<file path="config.mk">
export PLATFORM = sky130hd
export DESIGN_NAME = sup_reset_gen
export DESIGN_NICKNAME = d
export VERILOG_FILES = /design/src/rtl/sup_reset_pkg.sv /design/src/rtl/sup_reset_sync.sv /design/src/rtl/sup_reset_persist.sv /design/src/rtl/sup_reset_uv_track.sv /design/src/rtl/sup_reset_hold.sv /design/src/rtl/sup_reset_gen.sv
export SDC_FILE = /design/constraint.sdc
export NUM_CORES = 1
export LEC_CHECK = 0
export ABC_CLOCK_PERIOD_IN_PS = 2600
export BUFFER_PORTS_ARGS = -buffer_cell sky130_fd_sc_hd__buf_2
export CORE_ASPECT_RATIO = 0.7
export CORE_MARGIN = 3
export CORE_UTILIZATION = 29
export CTS_BUF_LIST = sky130_fd_sc_hd__clkbuf_16
export DETAILED_ROUTE_END_ITERATION = 8
export GPL_TIMING_DRIVEN = 0
export PLACE_DENSITY_LB_ADDON = 0.05
export SLEW_MARGIN = 20
export SYNTH_ARGS = -nofsm -noshare
export SYNTH_HDL_FRONTEND = slang
export SYNTH_HIERARCHICAL = 1
export SYNTH_SLANG_ARGS = --single-unit
</file>
<file path="constraint.sdc">
create_clock -name clk -period 2.6 [get_ports clk]
set_input_delay 0.26 -clock clk [delete_from_list [all_inputs] [get_ports clk]]
set_output_delay 0.26 -clock clk [all_outputs]
set_load 0.01 [all_outputs]
</file>
<file path="src/rtl/sup_reset_pkg.sv">
package sup_reset_pkg;

    // Cause vector layout used between the front end and the hold timer
    localparam int unsigned NUM_SRC = 3;
    localparam int unsigned SRC_UV  = 0;
    localparam int unsigned SRC_MR  = 1;
    localparam int unsigned SRC_WD  = 2;

    // Bits needed to hold values 0..max_val
    function automatic int unsigned cnt_width(input int unsigned max_val);
        return (max_val < 2) ? 1 : $clog2(max_val + 1);
    endfunction

endpackage

</file>
<file path="src/rtl/sup_reset_sync.sv">
module sup_reset_sync #(
    parameter int unsigned STAGES  = 2,
    parameter logic        RST_VAL = 1'b1
) (
    input  logic clk,
    input  logic rst_n,
    input  logic din,
    output logic dout
);
    localparam int unsigned DEPTH = (STAGES < 2) ? 2 : STAGES;

    logic [DEPTH-1:0] sh_d, sh_q;

    always_comb begin
        sh_d = {sh_q[DEPTH-2:0], din};
    end

    always_ff @(posedge clk or negedge rst_n) begin
        if (!rst_n) begin
            sh_q <= {DEPTH{RST_VAL}};
        end else begin
            sh_q <= sh_d;
        end
    end

    assign dout = sh_q[DEPTH-1];

endmodule

</file>
<file path="src/rtl/sup_reset_persist.sv">
// Persistence filter: hit is high in the cycle after din has been sampled
// high on lim consecutive edges (lim of 0 acts as 1), and it stays high
// until din is sampled low.
module sup_reset_persist #(
    parameter int unsigned CNT_W = 8
) (
    input  logic             clk,
    input  logic             rst_n,
    input  logic             din,
    input  logic [CNT_W-1:0] lim,
    output logic             hit
);
    typedef struct packed {
        logic [CNT_W-1:0] cnt;
        logic             hit;
    } st_t;

    st_t          st_d, st_q;
    logic [CNT_W:0] run_next;

    always_comb begin
        st_d     = st_q;
        st_d.hit = 1'b0;
        run_next = {1'b0, st_q.cnt} + {{CNT_W{1'b0}}, 1'b1};
        if (!din) begin
            st_d.cnt = '0;
        end else if (run_next >= {1'b0, lim}) begin
            st_d.hit = 1'b1;
        end else begin
            st_d.cnt = run_next[CNT_W-1:0];
        end
    end

    always_ff @(posedge clk or negedge rst_n) begin
        if (!rst_n) begin
            st_q <= '0;
        end else begin
            st_q <= st_d;
        end
    end

    assign hit = st_q.hit;

endmodule

</file>
<file path="src/rtl/sup_reset_uv_track.sv">
// Brownout tracker: a qualified dip sets the latch; only the recovered
// (hysteresis) flag clears it, and a fresh qualified dip wins.
module sup_reset_uv_track #(
    parameter int unsigned QUAL_W = 8
) (
    input  logic              clk,
    input  logic              rst_n,
    input  logic              uv_flag,
    input  logic              ok_hyst,
    input  logic [QUAL_W-1:0] qual_len,
    output logic              uv_active
);
    typedef struct packed {
        logic low_supply;
    } st_t;

    st_t  st_d, st_q;
    logic dip_hit;

    sup_reset_persist #(
        .CNT_W (QUAL_W)
    ) u_dip_qual (
        .clk   (clk),
        .rst_n (rst_n),
        .din   (uv_flag),
        .lim   (qual_len),
        .hit   (dip_hit)
    );

    always_comb begin
        st_d = st_q;
        if (dip_hit) begin
            st_d.low_supply = 1'b1;
        end else if (ok_hyst) begin
            st_d.low_supply = 1'b0;
        end
    end

    always_ff @(posedge clk or negedge rst_n) begin
        if (!rst_n) begin
            st_q <= '0;
        end else begin
            st_q <= st_d;
        end
    end

    assign uv_active = st_q.low_supply;

endmodule

</file>
<file path="src/rtl/sup_reset_hold.sv">
// Hold-off timer: any active cause reloads the count to hold_len-1 and
// forces the output low; the output rises once the count has run out.
module sup_reset_hold
    import sup_reset_pkg::*;
#(
    parameter int unsigned HOLD_W = 16
) (
    input  logic               clk,
    input  logic               rst_n,
    input  logic [NUM_SRC-1:0] src,
    input  logic [HOLD_W-1:0]  hold_len,
    output logic               rst_out_n,
    output logic               cond_any,
    output logic [HOLD_W-1:0]  remain
);
    typedef struct packed {
        logic [HOLD_W-1:0] cnt;
        logic              out_n;
        logic              boot;
    } st_t;

    st_t               st_d, st_q;
    logic [HOLD_W-1:0] reload;

    always_comb begin
        reload   = (hold_len == '0) ? '0
                 : hold_len - {{(HOLD_W-1){1'b0}}, 1'b1};
        cond_any = (|src) | st_q.boot;

        st_d      = st_q;
        st_d.boot = 1'b0;
        if (cond_any) begin
            st_d.cnt   = reload;
            st_d.out_n = 1'b0;
        end else if (st_q.cnt != '0) begin
            st_d.cnt   = st_q.cnt - {{(HOLD_W-1){1'b0}}, 1'b1};
            st_d.out_n = 1'b0;
        end else begin
            st_d.out_n = 1'b1;
        end
    end

    always_ff @(posedge clk or negedge rst_n) begin
        if (!rst_n) begin
            st_q.cnt   <= '0;
            st_q.out_n <= 1'b0;
            st_q.boot  <= 1'b1;
        end else begin
            st_q <= st_d;
        end
    end

    assign rst_out_n = st_q.out_n;
    assign remain    = st_q.cnt;

endmodule

</file>
<file path="src/rtl/sup_reset_gen.sv">
module sup_reset_gen
    import sup_reset_pkg::*;
#(
    parameter int unsigned HOLD_W      = 16,
    parameter int unsigned QUAL_W      = 8,
    parameter int unsigned MR_MIN_W    = 4,
    parameter int unsigned SYNC_STAGES = 2
) (
    input  logic              clk,
    input  logic              rst_n,
    input  logic              uv_flag,
    input  logic              ok_hyst,
    input  logic              mr_n,
    input  logic              wd_fault,
    input  logic [HOLD_W-1:0] cfg_hold_len,
    input  logic [QUAL_W-1:0] cfg_uv_qual,
    output logic              sys_rst_n
);
    localparam int unsigned      MR_CW  = cnt_width(MR_MIN_W);
    localparam logic [MR_CW-1:0] MR_LIM = MR_CW'(MR_MIN_W);

    logic               mr_sync_n;
    logic               mr_hit;
    logic               uv_active;
    logic               cond_any;
    logic [HOLD_W-1:0]  hold_remain;
    logic [NUM_SRC-1:0] src_vec;

    // Manual reset: synchronize, then require a minimum low width
    sup_reset_sync #(
        .STAGES  (SYNC_STAGES),
        .RST_VAL (1'b1)
    ) u_mr_sync (
        .clk   (clk),
        .rst_n (rst_n),
        .din   (mr_n),
        .dout  (mr_sync_n)
    );

    sup_reset_persist #(
        .CNT_W (MR_CW)
    ) u_mr_filt (
        .clk   (clk),
        .rst_n (rst_n),
        .din   (~mr_sync_n),
        .lim   (MR_LIM),
        .hit   (mr_hit)
    );

    // Supply: qualified dip plus hysteresis release
    sup_reset_uv_track #(
        .QUAL_W (QUAL_W)
    ) u_uv (
        .clk       (clk),
        .rst_n     (rst_n),
        .uv_flag   (uv_flag),
        .ok_hyst   (ok_hyst),
        .qual_len  (cfg_uv_qual),
        .uv_active (uv_active)
    );

    always_comb begin
        src_vec         = '0;
        src_vec[SRC_UV] = uv_active;
        src_vec[SRC_MR] = mr_hit;
        src_vec[SRC_WD] = wd_fault;
    end

    sup_reset_hold #(
        .HOLD_W (HOLD_W)
    ) u_hold (
        .clk       (clk),
        .rst_n     (rst_n),
        .src       (src_vec),
        .hold_len  (cfg_hold_len),
        .rst_out_n (sys_rst_n),
        .cond_any  (cond_any),
        .remain    (hold_remain)
    );

endmodule

</file>
# Yosys cells after proc, flatten, opt, wreduce, memory -nomap -nowiden
# Cells that the tools add are included.
totals:
  word_cells: 37
  mem_bits_rw: 0
  romBits: 0
  latchBits: 0
  mem_count: 0
  ff_bits: 34
classes:
  magnitude_cmp: 2
  eq_ne: 2
  n_mul: 0
  n_reduce_logical: 5
  n_addsub: 4
  div: 0
  shifts: 0
  muxes: 14
  n_bitwise: 1
op_table:
  columns: ["operator", "count"]
  rows:
  - ["two-way mux 16 bit", 2]
  - ["subtractor 16 x 1 -> 16 bit, second input constant", 2]
  - ["two-way mux 17 bit", 1]
  - ["zero test 16 bit", 1]
  - ["two-way mux 8 bit", 2]
  - ["nonzero test 16 bit", 1]
  - ["adder 8 x 1 -> 9 bit, second input constant", 1]
  - [">= comparator 9 x 8 -> 1 bit", 1]
  - ["two-way mux 1 bit", 7]
  - ["two-way mux 3 bit", 2]
  - ["adder 3 x 1 -> 4 bit, second input constant", 1]
  - [">= comparator 4 x 3 -> 1 bit, second input constant", 1]
  - ["!= test 2 bit, second input constant", 2]
  - ["nonzero test 2 bit", 2]
  - ["OR reduction 3 bit", 1]
  - ["OR 1 bit", 1]

# Logic depth before layout (Yosys ltp)
# Gate-level depths: netlist (run 1).
depth:
  word_depth: 4
  ltp_mapped: 11
  ltp_nobuf: 10

# Modules after synthesis
# The synthesis (run 1) kept the hierarchy.
by_module_without_submodules:
  columns: ["mod", "seq_area_each_um2", "cells_each", "area_each_um2", "n_inst"]
  rows:
  - ["sup_reset_hold", 451.7, 161, 1430.1, 1]
  - ["sup_reset_persist at u_uv.u_dip_qual", 225.2, 80, 742.0, 1]
  - ["sup_reset_persist at u_mr_filt", 100.1, 25, 279.0, 1]
  - ["sup_reset_sync", 52.6, 2, 52.6, 1]
  - ["sup_reset_uv_track", 25.0, 3, 36.3, 1]
  - ["sup_reset_gen", 0.0, 3, 11.3, 1]

# Worst setup path after synthesis (run 1)
# Ideal clock, no wire load.
synth_path:
  path_type: "flip-flop to flip-flop"
  from: "reg u_uv/u_dip_qual/st_q[1] (netlist name)"
  to: "reg u_uv/u_dip_qual/st_q[3] (netlist name)"
  setup_ps: 77
  setup_slack_ps: -112
  path_stages_with_launch: 11
  required_ps: 2523
  synth_period_minus_slack_ps: 2712
  t_arrival_ps: 2634
  cell_sequence: "dfrtp_1 ha_1 nand3_1 or2_4 xnor2_1 ha_1 o21a_1 o21ai_1 o221ai_2 or4_2 a21oi_1"
synth_between:
  elab_chain_len: 3
  elab_cells_between_ends: 5
  classes_between: "add/sub (1); order compare (1); eq/ne (1); mux (2)"
synth_rtl:
  columns: ["item", "line_no", "rtl"]
  rows:
  - ["start: declaration", "sup_reset_persist.sv:18", "st_t st_d, st_q;"]
  - ["start signal: assignment", "sup_reset_persist.sv:38", "st_q <= st_d;"]
  - ["adder 8 x 1 -> 9 bit *", "sup_reset_persist.sv:24", "run_next = {1'b0, st_q.cnt} + {{CNT_W{1'b0}}, 1'b1};"]
  - [">= comparator 9 x 8 -> 1 bit or two-way mux 8 bit (tied branches)", "sup_reset_persist.sv:27", "end else if (run_next >= {1'b0, lim}) begin"]
  - ["!= test 2 bit (no line) or two-way mux 8 bit (tied branches)", null, null]
# Every way passes the cells marked *; elsewhere a longest branch is shown, timed or not. The select of a mux whose other input is x is not followed.
# A chain may end at the register's enable or synchronous reset.

# Final worst setup path (run 1)
layout_path:
  from: "reg u_uv/u_dip_qual/st_q[2] (netlist name)"
  to: "reg u_uv/u_dip_qual/st_q[4] (netlist name)"
# Same word-level chain as after synthesis.

==> results of run 1 <==
## flip-flops by register name, indices dropped and copies added (netlist names)
| signal | flops |
|---|---|
| u_mr_filt/hit | 1 |
| u_uv/u_dip_qual/hit | 1 |
| u_uv/uv_active | 1 |
| u_mr_filt/st_q | 3 |
| u_hold/rst_out_n | 1 |
| u_hold/remain | 16 |
| u_hold/st_q | 1 |
| u_uv/u_dip_qual/st_q | 8 |
| u_mr_sync/sh_q | 2 |
## worst max-delay path: stages, from the launching register on
cell and delay, ns:
dfrtp_1 0.41, ha_4 0.17, nand3_4 0.06, or2_4 0.25, xnor2_2 0.19, ha_4 0.23
o21a_1 0.13, o21ai_4 0.17, o221ai_4 0.14, buf_6 0.16, or4_1 0.46, a21oi_1 0.13
## layout make-up
class                   count  area, sq um
well taps                 101          126
flip-flops and latches     34          858
inverters                  22         96.3
clock inverters             3         11.3
plain buffers               5         35.0
clock buffers               5          125
multi-input cells         198         1600
repair buffers             42          255
fillers                   812         4890
## stage by stage
stage | util, % | hold slack, ns
5_1_grt | 38.9 | 0.0733
3_3_place_gp | 34.1 | 0.346
2_1_floorplan | - | -0.0356
3_5_place_dp | 34.1 | 0.355
4_1_cts | 37.5 | 0.0737
6_report | 38.9 | 0.0642
## power by group through the flow
stage | clock network, mW | logic [mW] | registers [mW]
floorplan | 0 | 0.304 | 0.675
global placement | 0 | 0.422 | 0.696
global route | 0.597 | 0.510 | 0.699
CTS | 0.578 | 0.443 | 0.686
detailed placement | 0 | 0.421 | 0.694
finish | 0.552 | 0.451 | 0.687
## worst max-delay path by stage
| stage | to | slack (ns) | cells past startpoint |
|---|---|---|---|
| floorplan | u_uv/u_dip_qual/st_q[3]$_DFFE_PN0P_ | -0.01 | 10 |
| global placement | u_uv/u_dip_qual/st_q[2]$_DFFE_PN0P_ | -0.56 | 11 |
| detailed placement | u_uv/u_dip_qual/st_q[2]$_DFFE_PN0P_ | -0.51 | 11 |
| CTS | u_uv/u_dip_qual/st_q[4]$_DFFE_PN0P_ | -0.04 | 11 |
| global route | u_uv/u_dip_qual/st_q[3]$_DFFE_PN0P_ | -0.12 | 13 |
| finish | u_uv/u_dip_qual/st_q[4]$_DFFE_PN0P_ | 0.02 | 11 |
## metal layers
metal | share of wire (%) | GRT usage (%)
met3 | 4.1 | 4.01
met4 | 0.68 | 2.70
met2 | 39 | 17.5
met1 | 56 | 21.8
met5 | 0 | 0
## cells in the final DEF, fill, tap and decap left out, types with 6 or more instances in the layout
cell type / instances
a21oi_1: 9
buf_2: 31
buf_4: 8
buf_6: 6
dfrtp_1: 28
ha_1: 14
inv_1: 19
nand2_1: 15
nor2_1: 13
nor3_1: 12
o21ai_0: 6
o22ai_1: 7
xnor2_1: 18
xor2_1: 9
## timing repair
| action | 4_1_cts | 5_1_grt |
|---|---|---|
| pin swaps | 11 | 13 |
| endpoints found under the setup margin | 9 | 10 |
| setup buffers | 7 | 4 |
| gates cloned | 1 | 0 |
| hold buffers | 0 | 0 |
| gates resized for setup | 17 | 16 |
==> results.md, run 1 <==
* Core area at 8010 sq um
* CP Capture Type: register
* Die W at 115 um
* Reg2reg setup slack at 0.02 ns
* Seq pwr share at between 40% and 50%
* Routed WL per cell at between 10 and 15 um
* H-tree depth at 2
* Vias at 2034
* Post-Syn Instances at 258
* Leak Pwr at 1.29 nW
* TritonCTS clock tree: built
* Vias per inst at 4.96
* Switching share of total power at a little under a third
* Antenna-violating nets left at 0
* Clk slew on worst S/H paths at ~0.05 ns
* Critical path class: register to register
* Combinational power share at 26.7%
* Fin crit share at 99.2%
* Total CTS buffers at 5
* Internal power at 1.15 mW
* Synth warn at 6
* Slew Viols, Final at 0
* RSZ-0062 raised after global routing: true
* Layout cells sized above 1 at 29.4%
* Post-layout min period at 2.58 ns
* CP Data Required Time at 2.80 ns
* Worst slew pin tran at between 1 and 1.5 ns
* Post-DP HPWL at 4.54 mm
* Placement row count at 27
* Non-Filler Instances at 410
* Cell area after layout at 3110 sq um
* Nets@finish at 354
* Vias in the first global route at 1924
* Clk Latency, worst-skew pair at around 0.28 ns
* Drt drc at 0
* Clk network pwr share at 32.7%
* Final Power at 1.69 mW
* Pwr Density at between 500 and 600 nW/um^2
* Mean Syn Cell Area at 9.42 sq um
* # setup viols final at 0
* Setup Slack @ Placement at -0.509 ns
* Max Cap Viol at 0
* Status: finished clean
* R2R depth at 11
* Max FO, Critical Path at 6
* DRT iter0 DRCs at 77
* Fin Setup TNS at 0 ns
* Initial antenna violation count at 0
* Die Ht at 82.6 um
* ANT cells at 0
* R2R Path End: u_uv/u_dip_qual/st_q[4]$_DFFE_PN0P_
* Post-synthesis cell area at ~2400 sq um
* P&R area growth vs syn at 28.0%
* Sw Pwr at approximately 0.54 mW
* Drt pass-1 iters at 4
* I/O Pins at 31
* Total grt overflow at 0
* FMAX at 0.388 GHz
* R2R Path Start: u_uv/u_dip_qual/st_q[2]$_DFFE_PN0P_
* Placed inst area at 2730 sq um
* Slack of the critical path at 0.0205 ns
* RD Place Congestion at 0.766
* First-pass GRT wire length at 10.0 mm
* Hold Vio Cnt, Final at 0
* Worst Path Arrival at 2.78 ns
* Layout Skew at 0.00437 ns
* HP Class: input port to async pin
* Placed insts at 390
* CP startpoint: u_uv/u_dip_qual/st_q[2]$_DFFE_PN0P_
* Root Buffer: clkbuf_16
* Tot GR Track Use at 13.7%
* CTS sink count at 34
* Max IR drop VDD at 242 uV
* DRT Wirelength at 6.14 mm
* Pin count of the biggest net entering global routing at 35
* Rel. slew slack at about 28%
* Startpoint types: register
* Initial Util at 30.4%
* Die area at ~9500 sq um
* Port Buffers at 30
* Clk buf depth at 2
Power figures use the tool's default switching activity.
==> inputs of run 2 (changes only) <==
- SYNTH_HIERARCHICAL: 1 -> not set
==> results.md, run 2 <==
* Status: finished clean
* Root Buffer: clkbuf_16
* Leak Pwr at 1.19 nW
* Tot GR Track Use at 12.5%
* Total grt overflow at 0
* Antenna-violating nets left at 0
* H-tree depth at 2
* Vias at 1850
* CTS sink count at 34
* CP startpoint: u_hold.remain[0]$_DFFE_PN0N_
* Max Cap Viol at 0
* Slew Viols, Final at 0
* HP Class: input port to async pin
* Pwr Density at 505 nW/um^2
* Fin crit share at 94.2%
* Critical path class: register to register
* CP Capture Type: register
* First-pass GRT wire length at 8.87 mm
* RSZ-0062 raised after global routing: true
* Rel. slew slack at 33.4%
* Post-synthesis cell area at 2250 sq um
* Reg2reg setup slack at 0.15 ns
* Port Buffers at 30
* Drt pass-1 iters at 4
* Drt drc at 0
* Slack of the critical path at 0.151 ns
* Core area at 7420 sq um
* CP max stage delay at 0.55 ns
* P&R area growth vs syn at 21.1%
* R2R Path Start: u_hold.remain[0]$_DFFE_PN0N_
* Max FO, Critical Path at 6
* Primary FF master, synth: dfrtp_1
* Die area at 8880 sq um
* Vias per inst at a little under 5
* FMAX at 0.408 GHz
* Fill cells at 783
* Seq/Total Area, Yosys at 37.9%
* Nets@finish at 325
* Placed insts at 370
* Total CTS buffers at 5
* Startpoint types: register
* Routed WL per cell at 14.1 um
* Pin count of the biggest net entering global routing at 35
* Non-Filler Instances at 381
* Placement row count at 26
* Initial Util at 30.4%
* Cts hold-fix bufs at 0
* Post-DP HPWL at 4.09 mm
* Worst slew pin tran at 0.990 ns
* Post-Syn Instances at 242
* DRT iter0 DRCs at 73
* Setup Slack @ Placement at -0.236 ns
* Final hold slack at 0.0772 ns
* Commonest non-fill, non-tap cell in the layout: buf_2
* # setup viols final at 0
* Post-layout min period at 2.45 ns
* Mean Syn Cell Area at 9.31 sq um
* Leading cell type by number of instances after synthesis: dfrtp_1
* Max IR drop VDD at roughly 260 uV
* Synth top area cells: dfrtp_1 (34%), ha_1 (7.2%), xor2_1 (5.8%)
* RD Place Congestion at approximately 0.77
* TritonCTS clock tree: built
* R2R depth at 7
* Clk Latency, worst-skew pair at 0.27 ns
* Seq cells post-synth at 34
* Worst Path Arrival at 2.60 ns
* Slowest-stage cell, CP: or4_4
* CP Data Required Time at 2.75 ns
* Max reg flops at 16
* Initial antenna violation count at 0
* I/O Pins at 31
* Layout cells sized above 1 at a little over a fifth
* DRT Wirelength at 5.36 mm
* Largest area contributor in the netlist: dfrtp_1
* R2R Path End: u_hold.remain[6]$_DFFE_PN0N_
* Clk slew on worst S/H paths at 0.05 ns
* Synth top cells by count: dfrtp_1 (31), nand2_1 (21), nor2_1 (20)
* Vias in the first global route at between 1500 and 2000
* Most frequent cells in the layout: buf_2 (31), dfrtp_1 (30), nand2_1 (21)
* Distinct cells, synth at 47
* CP endpoint: u_hold.remain[6]$_DFFE_PN0N_
* Clk buf depth at 2
* Layout Skew at 0.00349 ns
* Hold Vio Cnt, Final at 0
* Async set-reset flop share out of synthesis at 100%
* Die Ht at 79.7 um
* Synth warn at 0
* Syn nets at 285
* Post-synth EDFFs at 0
* ANT cells at 0
* Top-area cell type share of the netlist area at 34.4%
* Cell-by-cell trace of the critical path: inv_1 -> ha_1 -> or3b_4 -> or4_4 -> nor4_4 -> nor4_1 -> a311o_1
* Die W at 111 um
-- run 2: layout make-up --
class	count	area, sq um	area share (%)
multi-input combinational	190	1370	50.3
sequential	34	856	31.4
timing repair buffer	33	173	6.33
clock buffer	5	125	4.59
tap	98	123	4.50
inverter	15	56.3	2.06
buffer	3	12.5	0.459
clock inverter	3	11.3	0.413
-- run 2: cells by family after synthesis --
family	Yosys count	synth area share [%]
compound gates	43	13.5
xor+xnor	26	10.1
fa+ha+maj	13	7.22
buf+inv	18	3.06
flops	34	37.9
mux	8	3.67
other cells	1	0.167
simple gates	99	24.3
-- run 2: how the worst min path moves through the flow --
stage,endpoint,from,slack (ns),cells after the start
after floorplan,u_hold.remain[0]$_DFFE_PN0N_,rst_n,-0.04,0
after global placement,u_mr_sync.sh_q[1]$_DFF_PN1_,u_mr_sync.sh_q[0]$_DFF_PN1_,0.35,0
after detailed placement,u_mr_sync.sh_q[1]$_DFF_PN1_,u_mr_sync.sh_q[0]$_DFF_PN1_,0.35,0
after CTS,u_mr_sync.sh_q[0]$_DFF_PN1_,mr_n,0.08,1
after global routing,u_mr_sync.sh_q[0]$_DFF_PN1_,mr_n,0.07,1
final,u_uv.u_dip_qual.st_q[7]$_DFFE_PN0P_,rst_n,0.08,1
-- run 2: power by group --
| part | internal, mW | leakage, nW | switching, mW |
|---|---|---|---|
| registers | 0.571 | 0.425 | 0.0461 |
| logic | 0.0995 | 0.700 | 0.115 |
| clock network | 0.344 | 0.0663 | 0.202 |
| total | 1.02 | 1.19 | 0.363 |
-- run 2: stage by stage --
stage	area (sq um)	setup TNS (ns)	power, mW	utilization [%]
finish	2730	0	1.38	36.8
CTS	2710	0	1.40	36.5
global route	2730	-0.0254	1.47	36.8
detailed placement	2520	-1.25	0.834	34.0
global placement	2520	-1.21	0.837	34.0
floorplan	2250	0	0.748	-
-- run 2: worst max-delay path, delay by kind of cell (launching register included) --
kind                       cells  cell delay (ns)
buffers and inverters          1             0.08
AOI/OAI and AO/OA              1             0.27
DFF                            1             0.44
and+or+nand+nor                4             1.34
adders and majority gates      1             0.20
-- run 2: layer usage --
| metal | up-vias | track usage [%] | part of all wire [%] |
|---|---|---|---|
| met2 | 17 | 16.1 | 37 |
| met1 | 865 | 20.5 | 59 |
| met3 | 2 | 3.11 | 2.9 |
| li1 | 966 | - | - |
| met5 | - | 0 | 0 |
| met4 | 0 | 2.19 | 0.41 |
-- run 2: what timing repair did --
action / in CTS / in global routing
gates resized for setup: 5 / 6
pin swaps: 2 / 2
buffers inserted: 3 / 0
hold endpoints to repair: 0 / 0
endpoints found under the setup margin: 8 / 13
==> inputs of run 3 (changes only) <==
- CTS_BUF_LIST: sky130_fd_sc_hd__clkbuf_16 -> sky130_fd_sc_hd__clkbuf_4 sky130_fd_sc_hd__clkbuf_8 sky130_fd_sc_hd__clkbuf_16
==> results.md, run 3 (same netlist as run 2, synthesis figures left out) <==
* Status: finished clean
* Layout Skew at 0.00424 ns
* Clk buf depth at 2
* R2R Path End: u_hold.remain[6]$_DFFE_PN0N_
* Nets@finish at 325
* Final Power at 1.29 mW
* Cts hold-fix bufs at 0
* # setup viols final at 0
* Routed WL per cell at 13.9 um
* Reg2reg setup slack at roughly 0.16 ns
* Fin crit share at 94.0%
* Sw Pwr at 0.351 mW
* Root Buffer: clkbuf_8
* Worst slew pin tran at between 1 and 1.5 ns
* Setup Slack @ Placement at -0.236 ns
* Initial antenna violation count at 0
* Layout cells sized above 1 at between 20 and 25%
* Vias per inst at 4.92
* I/O Pins at 31
* Placed insts at 370
* Core area at 7420 sq um
* Placement row count at 26
* Switching share of total power at about 27%
* Total CTS buffers at 5
* Clk slew on worst S/H paths at 0.07 ns
* ANT cells at 0
* Startpoint types: register
* Drt pass-1 iters at 4
* Drt drc at 0
* R2R Path Start: u_hold.remain[0]$_DFFE_PN0N_
* Commonest non-fill, non-tap cell in the layout: buf_2
* Slowest-stage cell, CP: or4_4
* Max IR drop VDD at 194 uV
* CP Capture Type: register
* RD Place Congestion at 0.770
* Die W at 111 um
* CP max stage delay at 0.55 ns
* HP Class: input port to async pin
* Most frequent cells in the layout: buf_2 (31), dfrtp_1 (30), nand2_1 (21)
* DRT Wirelength at 5.31 mm
* Hold Vio Cnt, Final at 0
* Max Cap Viol at 0
* Combinational power share at 16.7%
* Pwr Density at 477 nW/um^2
* Die Ht at 79.7 um
* Slack of the critical path at 0.156 ns
* Final Util at 36.4%
* CTS sink count at 34
* Clk Latency, worst-skew pair at 0.28 ns
* DRT iter0 DRCs at between 100 and 150
* Cell area after layout at 2700 sq um
* Cell-by-cell trace of the critical path: inv_1 -> ha_1 -> or3b_4 -> or4_4 -> nor4_4 -> nor4_1 -> a311o_1
* Vias at approximately 1900
* TritonCTS clock tree: built
* Worst Path Arrival at 2.61 ns
* Sequential Area at 856 sq um
* First-pass GRT wire length at 8.80 mm
* RSZ-0062 raised after global routing: true
* Initial Util at 30.4%
* Port Buffers at 30
* Final hold slack at 0.0589 ns
* Placed inst area at 2520 sq um
* FMAX at 0.409 GHz
* Internal power at about 0.94 mW
* R2R depth at 7
* Max reg flops at 16
* Fill cells at around 780
* Leak Pwr at 1.18 nW
* Max FO, Critical Path at 6
* Rel. slew slack at between 30 and 40%
* Non-Filler Instances at 381
* Vias in the first global route at 1704
* Post-DP HPWL at 4.09 mm
* P&R area growth vs syn at 19.9%
* Tot GR Track Use at between 10% and 20%
* Antenna-violating nets left at 0
* Footprint of the multi-input gates at 1370 sq um
* CP Data Required Time at 2.77 ns
* Slew Viols, Final at 0
* Total grt overflow at 0
* Critical path class: register to register
* Fin Setup TNS at 0 ns
* Die area at 8880 sq um
* Seq pwr share at 47.8%
* H-tree depth at 2
* Post-layout min period at 2.44 ns
* Clk network pwr share at 35.5%
* Pin count of the biggest net entering global routing at 35
[run 3: cell types whose count changed in the layout (fill, tap and decap cells not counted)]
cell,change
clkbuf_8,+8
clkbuf_16,-5
clkinv_1,-3
[run 3: cell type report]
type | instances | area share [%]
plain buffers | 3 | 0.463
clock buffers | 8 | 4.08
multi-input cells | 190 | 50.8
inverters | 15 | 2.08
well taps | 98 | 4.54
flip-flops and latches | 34 | 31.7
repair buffers | 33 | 6.39
[run 3: what timing repair did]
action,in CTS,in global routing
gates cloned,0,0
buffers inserted,3,0
resized for setup,5,6
endpoints found under the setup margin,8,13
pin swaps,2,2
[run 3: worst max-delay path by stage]
stage | from | end | slack (ns) | cells past startpoint
floorplan | u_hold.remain[0]$_DFFE_PN0N_ | u_hold.remain[6]$_DFFE_PN0N_ | 0.24 | 7
global placement | u_uv.u_dip_qual.st_q[1]$_DFFE_PN0P_ | u_uv.u_dip_qual.st_q[5]$_DFFE_PN0P_ | -0.22 | 9
detailed placement | u_uv.u_dip_qual.st_q[1]$_DFFE_PN0P_ | u_uv.u_dip_qual.st_q[2]$_DFFE_PN0P_ | -0.24 | 9
CTS | u_uv.u_dip_qual.st_q[1]$_DFFE_PN0P_ | u_uv.u_dip_qual.st_q[3]$_DFFE_PN0P_ | 0.004 | 10
global route | u_uv.u_dip_qual.st_q[1]$_DFFE_PN0P_ | u_uv.u_dip_qual.st_q[6]$_DFFE_PN0P_ | -0.01 | 10
finish | u_hold.remain[0]$_DFFE_PN0N_ | u_hold.remain[6]$_DFFE_PN0N_ | 0.16 | 7
[run 3: layer usage]
| metal | vias to the layer above | routed length [um] | GRT usage (%) |
|---|---|---|---|
| li1 | 964 | - | - |
| met2 | 22 | 1980 | 15.8 |
| met3 | 4 | 165 | 2.88 |
| met1 | 883 | 3120 | 20.3 |
| met4 | 0 | 38 | 3.28 |
| met5 | - | 0 | 0 |
[run 3: critical path, delay by kind of cell (launching register included)]
kind	cells	cell delay, ns
flip-flops	1	0.44
buffers and inverters	1	0.08
AO/OA/AOI/OAI	1	0.27
adder cells (fa/ha/maj)	1	0.20
AND/OR/NAND/NOR	4	1.34
[run 3: power groups by stage]
stage	Combinational, mW	Clock [mW]	Sequential (mW)
after floorplan	0.133	0	0.614
after global placement	0.211	0	0.626
after detailed placement	0.209	0	0.625
after CTS	0.216	0.475	0.615
after global routing	0.247	0.504	0.623
final	0.215	0.457	0.616
